`src/rtl/nandnet_pkg.sv`:
```
package nandnet_pkg;
    localparam int NLIT   = 6;
    localparam int NCOMBO = 8;

    typedef enum logic {
        EV_IDLE = 1'b0,
        EV_RUN  = 1'b1
    } ev_state_e;
endpackage

```
`src/rtl/nandnet_literals.sv`:
```
module nandnet_literals
    import nandnet_pkg::*;
(
    input  logic [2:0]      combo,
    output logic [NLIT-1:0] lits
);
    // combo[2] is a, combo[1] is b, combo[0] is c
    always_comb begin
        lits[0] = combo[2];
        lits[1] = combo[1];
        lits[2] = combo[0];
        lits[3] = ~combo[2];
        lits[4] = ~combo[1];
        lits[5] = ~combo[0];
    end
endmodule

```
`src/rtl/nandnet_gate.sv`:
```
module nandnet_gate
    import nandnet_pkg::*;
#(
    parameter int NG = 4,
    localparam int ROW_W = NLIT + NG - 1,
    localparam int WK_W  = NLIT + NG,
    localparam int GW    = (NG > 1) ? $clog2(NG) : 1
) (
    input  logic [GW-1:0]    gate_idx,
    input  logic [ROW_W-1:0] row,
    input  logic [WK_W-1:0]  work,
    output logic             y
);
    logic [ROW_W-1:0] hit;

    generate
        for (genvar j = 0; j < ROW_W; j++) begin : g_col
            if (j < NLIT) begin : g_lit
                assign hit[j] = ~row[j] | work[j];
            end else begin : g_fb
                // feedback column j is legal only for gates numbered above j-NLIT
                logic legal;
                assign legal  = (int'(gate_idx) > (j - NLIT));
                assign hit[j] = ~(row[j] & legal) | work[j];
            end
        end
    endgenerate

    assign y = ~(&hit);
endmodule

```
`src/rtl/nandnet_top_pick.sv`:
```
module nandnet_top_pick
    import nandnet_pkg::*;
#(
    parameter int NG = 4,
    localparam int ROW_W = NLIT + NG - 1,
    localparam int MAT_W = NG * ROW_W,
    localparam int GW    = (NG > 1) ? $clog2(NG) : 1
) (
    input  logic [MAT_W-1:0] matrix,
    output logic [GW-1:0]    top_idx,
    output logic             any_used
);
    logic [NG-1:0] used;

    generate
        for (genvar g = 0; g < NG; g++) begin : g_row
            assign used[g] = |matrix[g*ROW_W +: ROW_W];
        end
    endgenerate

    always_comb begin
        top_idx  = '0;
        any_used = 1'b0;
        for (int g = 0; g < NG; g++) begin
            if (used[g]) begin
                top_idx  = GW'(g);
                any_used = 1'b1;
            end
        end
    end
endmodule

```
`src/rtl/nandnet_tt_eval.sv`:
```
module nandnet_tt_eval
    import nandnet_pkg::*;
#(
    parameter int NG = 4,
    localparam int ROW_W = NLIT + NG - 1,
    localparam int MAT_W = NG * ROW_W,
    localparam int WK_W  = NLIT + NG,
    localparam int GW    = (NG > 1) ? $clog2(NG) : 1
) (
    input  logic             clk,
    input  logic             rst_n,
    input  logic             in_valid,
    input  logic [MAT_W-1:0] in_matrix,
    output logic             out_valid,
    output logic [7:0]       out_table
);
    localparam logic [GW-1:0] LAST_GATE = GW'(NG - 1);

    typedef struct packed {
        ev_state_e        state;
        logic [2:0]       combo;
        logic [GW-1:0]    gate;
        logic [MAT_W-1:0] matrix;
        logic [WK_W-1:0]  work;
        logic [7:0]       acc;
        logic [7:0]       table_out;
        logic             valid_out;
    } ev_reg_t;

    ev_reg_t q, d;

    logic [2:0]       lit_combo;
    logic [NLIT-1:0]  lits;
    logic             gate_y;
    logic [GW-1:0]    top_idx;
    logic             any_used;
    logic [WK_W-1:0]  work_upd;
    logic             net_bit;
    logic [7:0]       acc_upd;

    // observation points for the bound checker
    logic             run_w;
    logic [2:0]       combo_w;
    logic [GW-1:0]    gate_w;
    logic [WK_W-1:0]  work_w;

    assign lit_combo = (q.state == EV_IDLE) ? 3'd0 : (q.combo + 3'd1);

    nandnet_literals u_lits (
        .combo (lit_combo),
        .lits  (lits)
    );

    nandnet_gate #(.NG(NG)) u_gate (
        .gate_idx (q.gate),
        .row      (q.matrix[q.gate*ROW_W +: ROW_W]),
        .work     (q.work),
        .y        (gate_y)
    );

    nandnet_top_pick #(.NG(NG)) u_pick (
        .matrix   (q.matrix),
        .top_idx  (top_idx),
        .any_used (any_used)
    );

    always_comb begin
        work_upd = q.work;
        work_upd[NLIT + int'(q.gate)] = gate_y;
        net_bit = any_used ? work_upd[NLIT + int'(top_idx)] : 1'b0;
        acc_upd = q.acc;
        acc_upd[q.combo] = net_bit;
    end

    always_comb begin
        d = q;
        d.valid_out = 1'b0;
        case (q.state)
            EV_IDLE: begin
                if (in_valid) begin
                    d.state  = EV_RUN;
                    d.matrix = in_matrix;
                    d.combo  = 3'd0;
                    d.gate   = '0;
                    d.work   = {{NG{1'b0}}, lits};
                    d.acc    = 8'h00;
                end
            end
            EV_RUN: begin
                d.work = work_upd;
                if (q.gate == LAST_GATE) begin
                    d.acc  = acc_upd;
                    d.gate = '0;
                    if (q.combo == 3'd7) begin
                        d.state     = EV_IDLE;
                        d.table_out = acc_upd;
                        d.valid_out = 1'b1;
                    end else begin
                        d.combo = q.combo + 3'd1;
                        d.work  = {{NG{1'b0}}, lits};
                    end
                end else begin
                    d.gate = q.gate + GW'(1);
                end
            end
            default: d.state = EV_IDLE;
        endcase
    end

    always_ff @(posedge clk or negedge rst_n) begin
        if (!rst_n) begin
            q <= '0;
        end else begin
            q <= d;
        end
    end

    assign out_valid = q.valid_out;
    assign out_table = q.table_out;
    assign run_w     = (q.state == EV_RUN);
    assign combo_w   = q.combo;
    assign gate_w    = q.gate;
    assign work_w    = q.work;
endmodule

```
`config.mk`:
```
export PLATFORM = sky130hd
export DESIGN_NAME = nandnet_tt_eval
export DESIGN_NICKNAME = d
export VERILOG_FILES = /design/src/rtl/nandnet_pkg.sv /design/src/rtl/nandnet_literals.sv /design/src/rtl/nandnet_gate.sv /design/src/rtl/nandnet_top_pick.sv /design/src/rtl/nandnet_tt_eval.sv
export SDC_FILE = /design/constraint.sdc
export NUM_CORES = 1
export LEC_CHECK = 0
export ABC_AREA = 0
export BUFFER_PORTS_ARGS = -buffer_cell sky130_fd_sc_hd__buf_4
export CAP_MARGIN = 30
export CORE_AREA = 2 2 87 89
export DETAILED_ROUTE_END_ITERATION = 10
export DIE_AREA = 0 0 89 91
export PLACE_DENSITY = 0.75
export SYNTH_ARGS = -nofsm -noshare
export SYNTH_HDL_FRONTEND = slang
export SYNTH_HIERARCHICAL = 1
export SYNTH_SLANG_ARGS = --single-unit
```
`constraint.sdc`:
```
create_clock -name clk -period 5.6 [get_ports clk]
set_clock_uncertainty 0.05 [all_clocks]
set_input_delay 0.28 -clock clk [delete_from_list [all_inputs] [get_ports clk]]
set_output_delay 0.28 -clock clk [all_outputs]
set_load 0.02 [all_outputs]
```
==> flow_summary.yaml, run 1 <==
worst_setup_path:
  endpoint_kind: "flip-flop"
  slowest_delay_ns: 0.81
  required_ns: 5.78
  worstSetupPathType: "reg -> reg"
  cpMaxStageDelayCell: "dfrtp_1"
  path_cells: "mux4_2 > nand2b_1 > o221ai_1 > a2111o_1 > mux2_4 > o31a_4 > nand4b_4 > o22ai_2"
  cp.arrival_ns: 3.42
  path_max_fanout: 16
  critPathLaunchType: "flip-flop"
timing:
  worstMarginPinSlew_ns: 0.847
  hold_violations: 35
  timing.final.crit_share: 0.578
  setup-violations-final: 0
  max_slew_margin: 0.435
  timing.setup.tns_ns: 0
  fmax_ghz: 0.309
  maxSlewViolCount: 0
  period_needed_ns: 3.23
  holdWs_ns: -0.0246
  rsz0062_at_grt: "false"
drt:
  num_vias: 2497
  wire_per_inst_um: 17.0
  drc: 0
  wl_mm: 7.58
  first_pass_iters: 4
  final_antenna_net_count: 0
  vias_per_cell: 5.61
  drt_first_iter_violations: 119
logic_synthesis:
  yosysWarnings: 6
  synth-seq-cells: 69
  synth_seq_area_share: 0.450
  synth_area_um2: 3840
  syn_area_per_cell_um2: 12.5
  synth_edf_count: 0
  synth_top_area_share: 0.450
  syn_inst: 308
  ys.flop_type: "dfrtp_1"
  synth.top_cells.by_count: "dfrtp_1 (69), mux2_4 (31), inv_1 (16), nor2_1 (15), buf_4 (13)"
  netlist_top_cells_area: "dfrtp_1 (45%), mux2_4 (12%), mux4_2 (5.3%), mux2_2 (3.2%), ha_1 (2.6%)"
  netlist-cell-type-count: 55
  async_flop_share: 1.00
  yosysMostFrequentCell: "dfrtp_1"
  synth_fp_nets: 355
  synth_area_leader_cell: "dfrtp_1"
power_and_ir_drop:
  p_comb_frac: 0.401
  power_density_nw_per_um2: 564
  intPower_mw: 1.58
  clockPowerShare: 0.200
  p_switching_uw: 873
  ir_worst_vdd_uv: 256
  p_leak_nw: 2.00
  total_power_mw: 2.45
  power_frac_seq: 0.399
  switching_share: 0.356
cts:
  cts_tree: "built"
  cts_inserted_buffers: 9
  insertion_delay_ns: 0.36
  post-cts-setup-buffers: 0
  root_buffer: "clkbuf_8"
  clockBufferDepth: 2
  cts_hold_buf: 0
  cts.sinks: 69
  path_clk_slew_ns: 0.07
  cts_max_level: 3
  post_cts_resized: 0
global_route:
  grt_use_total: 0.206
  grt_start_max_net_pins: 70
  grt_remaining_overflow: 0
  grt_pass1_vias: 2433
  grt_pass1_wl_mm: 12.6
  antenna_found_initial: 0
die:
  pin_count: 48
  die_area_um2: 8100
  initial_utilization: 0.538
  placementRows: 31
  core_um2: 7140
  die_h_um: 91
  die_w_um: 89
place:
  hpwl_mm: 5.38
  place_area_um2: 4110
  io_buffers: 47
  dpl.cell_count: 429
  place.gp.congestion: 0.828
cells_and_area:
  multi_input_area_um2: 1840
  fin_cells: 445
  final_layout_size_suffix_gt1_frac: 0.373
  synthToLayoutAreaGrowth_pct: 13.4
  finalNetCount: 388
  stdcell_area_um2: 4350
  seqCellArea_um2: 1730
  utilization: 0.610
  antennaDiodeCount: 0
  fillers: 580
flow_run:
  cap_violations: 0
min_path:
  hp-class: "in -> async"
run_status:
  violations: "hold timing"
  status: "complete, but fails checks"
## final timing paths
kind / slack [ns] / end / startpoint / cells after the start
worst min-delay path: -0.02 / q[35] / rst_n / 1
worst min register to register: 0.45 / work_w[9] / work_w[9] / 1
worst max register to register: 2.37 / q[11] / gate_w[0] / 8
worst max-delay path: 2.37 / q[11] / gate_w[0] / 8
max in group asynchronous: 4.96 / q[45] / rst_n / 1
min in group clk: 0.09 / q[37] / in_matrix[10] / 2
## critical path, delay by kind of cell (launching register included)
kind | cells | cell delay (ns)
AOI/OAI and AO/OA | 4 | 1.08
muxes | 2 | 0.91
DFF | 1 | 0.81
and+or+nand+nor | 2 | 0.27
## power groups by stage
stage	logic, mW	registers, mW	clock network [mW]
3_5_place_dp	0.977	0.983	0
2_1_floorplan	0.954	0.842	0
6_report	0.984	0.980	0.490
5_1_grt	1.08	1.01	0.526
3_3_place_gp	0.953	0.975	0
4_1_cts	0.984	0.977	0.498
## layer usage
layer	track usage	up-vias	part of all wire
met5	0	-	0
met1	0.302	1248	0.48
li1	-	1176	-
met3	0.0536	12	0.047
met4	0.0784	0	0.016
met2	0.294	61	0.45
## per-stage QoR
stage	setup WS [ns]	hold slack [ns]
6_report	2.37	-0.0246
5_1_grt	2.17	0.0562
4_1_cts	2.35	0.00852
3_5_place_dp	2.35	0.393
3_3_place_gp	2.44	0.388
2_1_floorplan	2.64	-0.0656
## cells in the final DEF, fill, tap and decap left out, types with 2 or more instances in the layout
cell	Yosys	routed
o21ai_0	9	9
o21ai_1	11	11
buf_4	13	48
dfrtp_1	69	69
o22ai_1	10	10
nand3b_1	3	3
nand2_1	8	8
o22ai_2	2	2
nor3_1	2	2
mux2i_1	6	6
and3_1	3	3
bufinv_16	0	3
nand3_1	6	6
mux2_4	31	31
clkbuf_8	1	9
a21o_1	2	2
a21oi_1	9	9
mux2_2	11	11
and2_1	3	3
or3_1	3	3
or4_4	2	2
inv_1	16	16
nor2b_1	7	7
a32o_1	4	4
mux4_2	9	9
nor4_1	2	2
a22oi_1	2	2
nor2_1	15	15
nand4_1	2	2
ha_1	8	8
nand2b_1	5	5
## sequential cells by signal, indices dropped and copies added (netlist names)
signal     flops
run_w          1
q             44
gate_w         2
out_valid      1
out_table      8
work_w        10
combo_w        3
## area by class of cell
class	instances	area share
sequential	69	0.397
clock inverter	6	0.0256
timing repair buffer	48	0.0828
multi-input combinational	196	0.422
tap	99	0.0285
clock buffer	10	0.0293
inverter	17	0.0147
## cells by family after synthesis
family	synth area share
AO/OA/AOI/OAI	0.111
XOR/XNOR	0.00228
adder cells (fa/ha/maj)	0.0261
buffers and inverters	0.0724
flip-flops	0.450
multiplexers	0.222
AND/OR/NAND/NOR	0.116
Note: power is estimated with default switching activity, not from simulation.
==> run 2, diff against run 1 <==
clock period = 3.1 ns   (was 5.6 ns; I/O delays follow)
==> run 2 against run 1 <==
  * The run now ends clean
  * Die area did not move
  * Utilization rose by 5.1 points
  * Clock power rose by 51%
  * Wire length rose by 10%
  * Worst hold slack improved by 0.063 ns
  * Critical path depth rose by 1
  * Combinational power rose by 94%
  * Cell count rose by 9.2%
  * Flip-flop and latch count did not move
  * Sequential share of layout area fell by 3.0 points
  * Power rose by 80%
  * Global-route usage rose by 2.4 points
  * Critical path type unchanged
  * Largest cell class unchanged
  * Highest routed layer unchanged
==> flow_summary.yaml, run 2 (same netlist as run 1, synthesis figures left out) <==
min_path:
  whs_endpoint: "gate_w[1]"
  hp-start: "in_valid"
  hp-class: "in -> reg"
  hold_depth: 2
timing:
  rsz0062_at_grt: "false"
  max_slew_margin: 0.418
  fmax_ghz: 0.357
  final.setup.worst_slack_ns: 0.297
  maxSlewViolCount: 0
  period_needed_ns: 2.80
  hold_violations: 0
  worstMarginPinSlew_ns: 0.873
  timing.final.crit_share: 0.904
  timing.setup.tns_ns: 0
  setup-violations-final: 0
worst_setup_path:
  r2r_cells: 9
  path_max_fanout: 10
  worstSetupPathType: "reg -> reg"
  cp.arrival_ns: 2.98
  critPathLaunchType: "flip-flop"
  required_ns: 3.28
  timing.rr.start: "gate_w[0]"
  endpoint_kind: "flip-flop"
  worstReg2RegEnd: "out_table[7]"
  r2r_slack_ns: 0.30
run_status:
  status: "complete, no violations"
drt:
  vias_per_cell: 5.51
  drt_first_iter_violations: 167
  wire_per_inst_um: 17.2
  drc: 0
  final_antenna_net_count: 0
  num_vias: 2676
  first_pass_iters: 4
  wl_mm: 8.36
global_route:
  antenna_found_initial: 0
  grt_remaining_overflow: 0
  grt_pass1_wl_mm: 14.0
  grt_use_total: 0.230
  grt_start_max_net_pins: 70
  grt_pass1_vias: 2760
cts:
  clockBufferDepth: 2
  cts_max_level: 3
  path_clk_slew_ns: 0.08
  cts.sinks: 69
  cts_tree: "built"
  root_buffer: "clkbuf_8"
  cts_inserted_buffers: 9
  insertion_delay_ns: 0.36
cells_and_area:
  final_layout_size_suffix_gt1_frac: 0.346
  final_cell_mix: "dfrtp_1 (68), buf_4 (52), dlygate4sd3_1 (37)"
  seqCellArea_um2: 1730
  antennaDiodeCount: 0
  layout_commonest_cell: "dfrtp_1"
  largest_register_ffs: 44
  fin_cells: 486
  top_register: "q"
  finalNetCount: 429
  multi_input_area_um2: 1840
  fillers: 534
  synthToLayoutAreaGrowth_pct: 22.8
flow_run:
  cap_violations: 0
die:
  pin_count: 48
  placementRows: 31
  die_h_um: 91
  die_area_um2: 8100
  core_um2: 7140
  initial_utilization: 0.538
  die_w_um: 89
power_and_ir_drop:
  ir_worst_vdd_uv: 469
  p_leak_nw: 2.15
  power_density_nw_per_um2: 935
place:
  io_buffers: 47
  place_ws_ns: 0.174
  hpwl_mm: 5.40
  dpl.cell_count: 433
  place.gp.congestion: 0.876
## run 2: changes by cell type in the layout (fill, tap and decap cells not counted)
cell,previous run,this run
buf_4,48,52
dfrtp_1,69,68
clkinv_2,1,0
bufinv_16,3,1
dlygate4sd3_1,0,37
clkinvlp_4,1,2
clkinv_4,1,2
inv_6,0,1
dfrtp_2,0,1
## run 2: timing repair
item | 4_1_cts | 5_1_grt
hold endpoints to repair | 105 | 0
hold buffers | 37 | 0
gates resized for setup | 0 | 1
setup buffers | 0 | 0
endpoints found under the setup margin | 0 | 16
## run 2: final cells by class
type | instances | area share
Sequential cell | 69 | 0.367
Timing Repair Buffer | 89 | 0.161
Clock inverter | 6 | 0.0151
Clock buffer | 10 | 0.0271
Multi-Input combinational cell | 196 | 0.390
Tap cell | 99 | 0.0263
Inverter | 17 | 0.0135
## run 2: metrics by stage
step	util	power [mW]	hold WS, ns	cell area (µm²)
floorplan	-	3.24	-0.191	3840
global placement	0.580	3.54	0.263	4140
detailed placement	0.580	3.59	0.269	4140
CTS	0.660	4.38	0.0253	4710
global route	0.660	4.70	0.0236	4710
finish	0.660	4.41	0.0387	4710
## run 2: worst max path at each step
stage | startpoint | endpoint | slack [ns] | cells after the start
after detailed placement | gate_w[0] | out_table[2] | 0.17 | 9
after global placement | gate_w[0] | out_table[2] | 0.23 | 8
final | gate_w[0] | out_table[7] | 0.30 | 9
after CTS | gate_w[0] | out_table[7] | 0.16 | 8
after floorplan | gate_w[0] | q[11] | 0.14 | 10
after global routing | gate_w[0] | out_table[7] | 0.16 | 9
## run 2: critical path: stages (launching register included)
cell	delay, ns
dfrtp_2	0.55
mux4_2	0.58
nand2b_1	0.13
o221ai_2	0.09
a2111o_1	0.44
buf_4	0.18
mux2i_1	0.13
nand3_1	0.20
nand4_4	0.22
o22ai_1	0.10
## run 2: routing by layer
layer  part of all wire  vias to the layer above  GRT usage
met2               0.47                       92      0.350
met5                  0                        -          0
met4              0.019                        0     0.0833
met1               0.45                     1310      0.316
li1                   -                     1259          -
met3              0.064                       15     0.0618
## run 2: power by group
group          total, mW  leakage, nW  internal (mW)  switching (mW)
logic               1.91         1.19           1.10           0.809
clock network      0.742       0.0931          0.377           0.365
registers           1.76        0.864           1.29           0.465
total               4.41         2.15           2.77            1.64
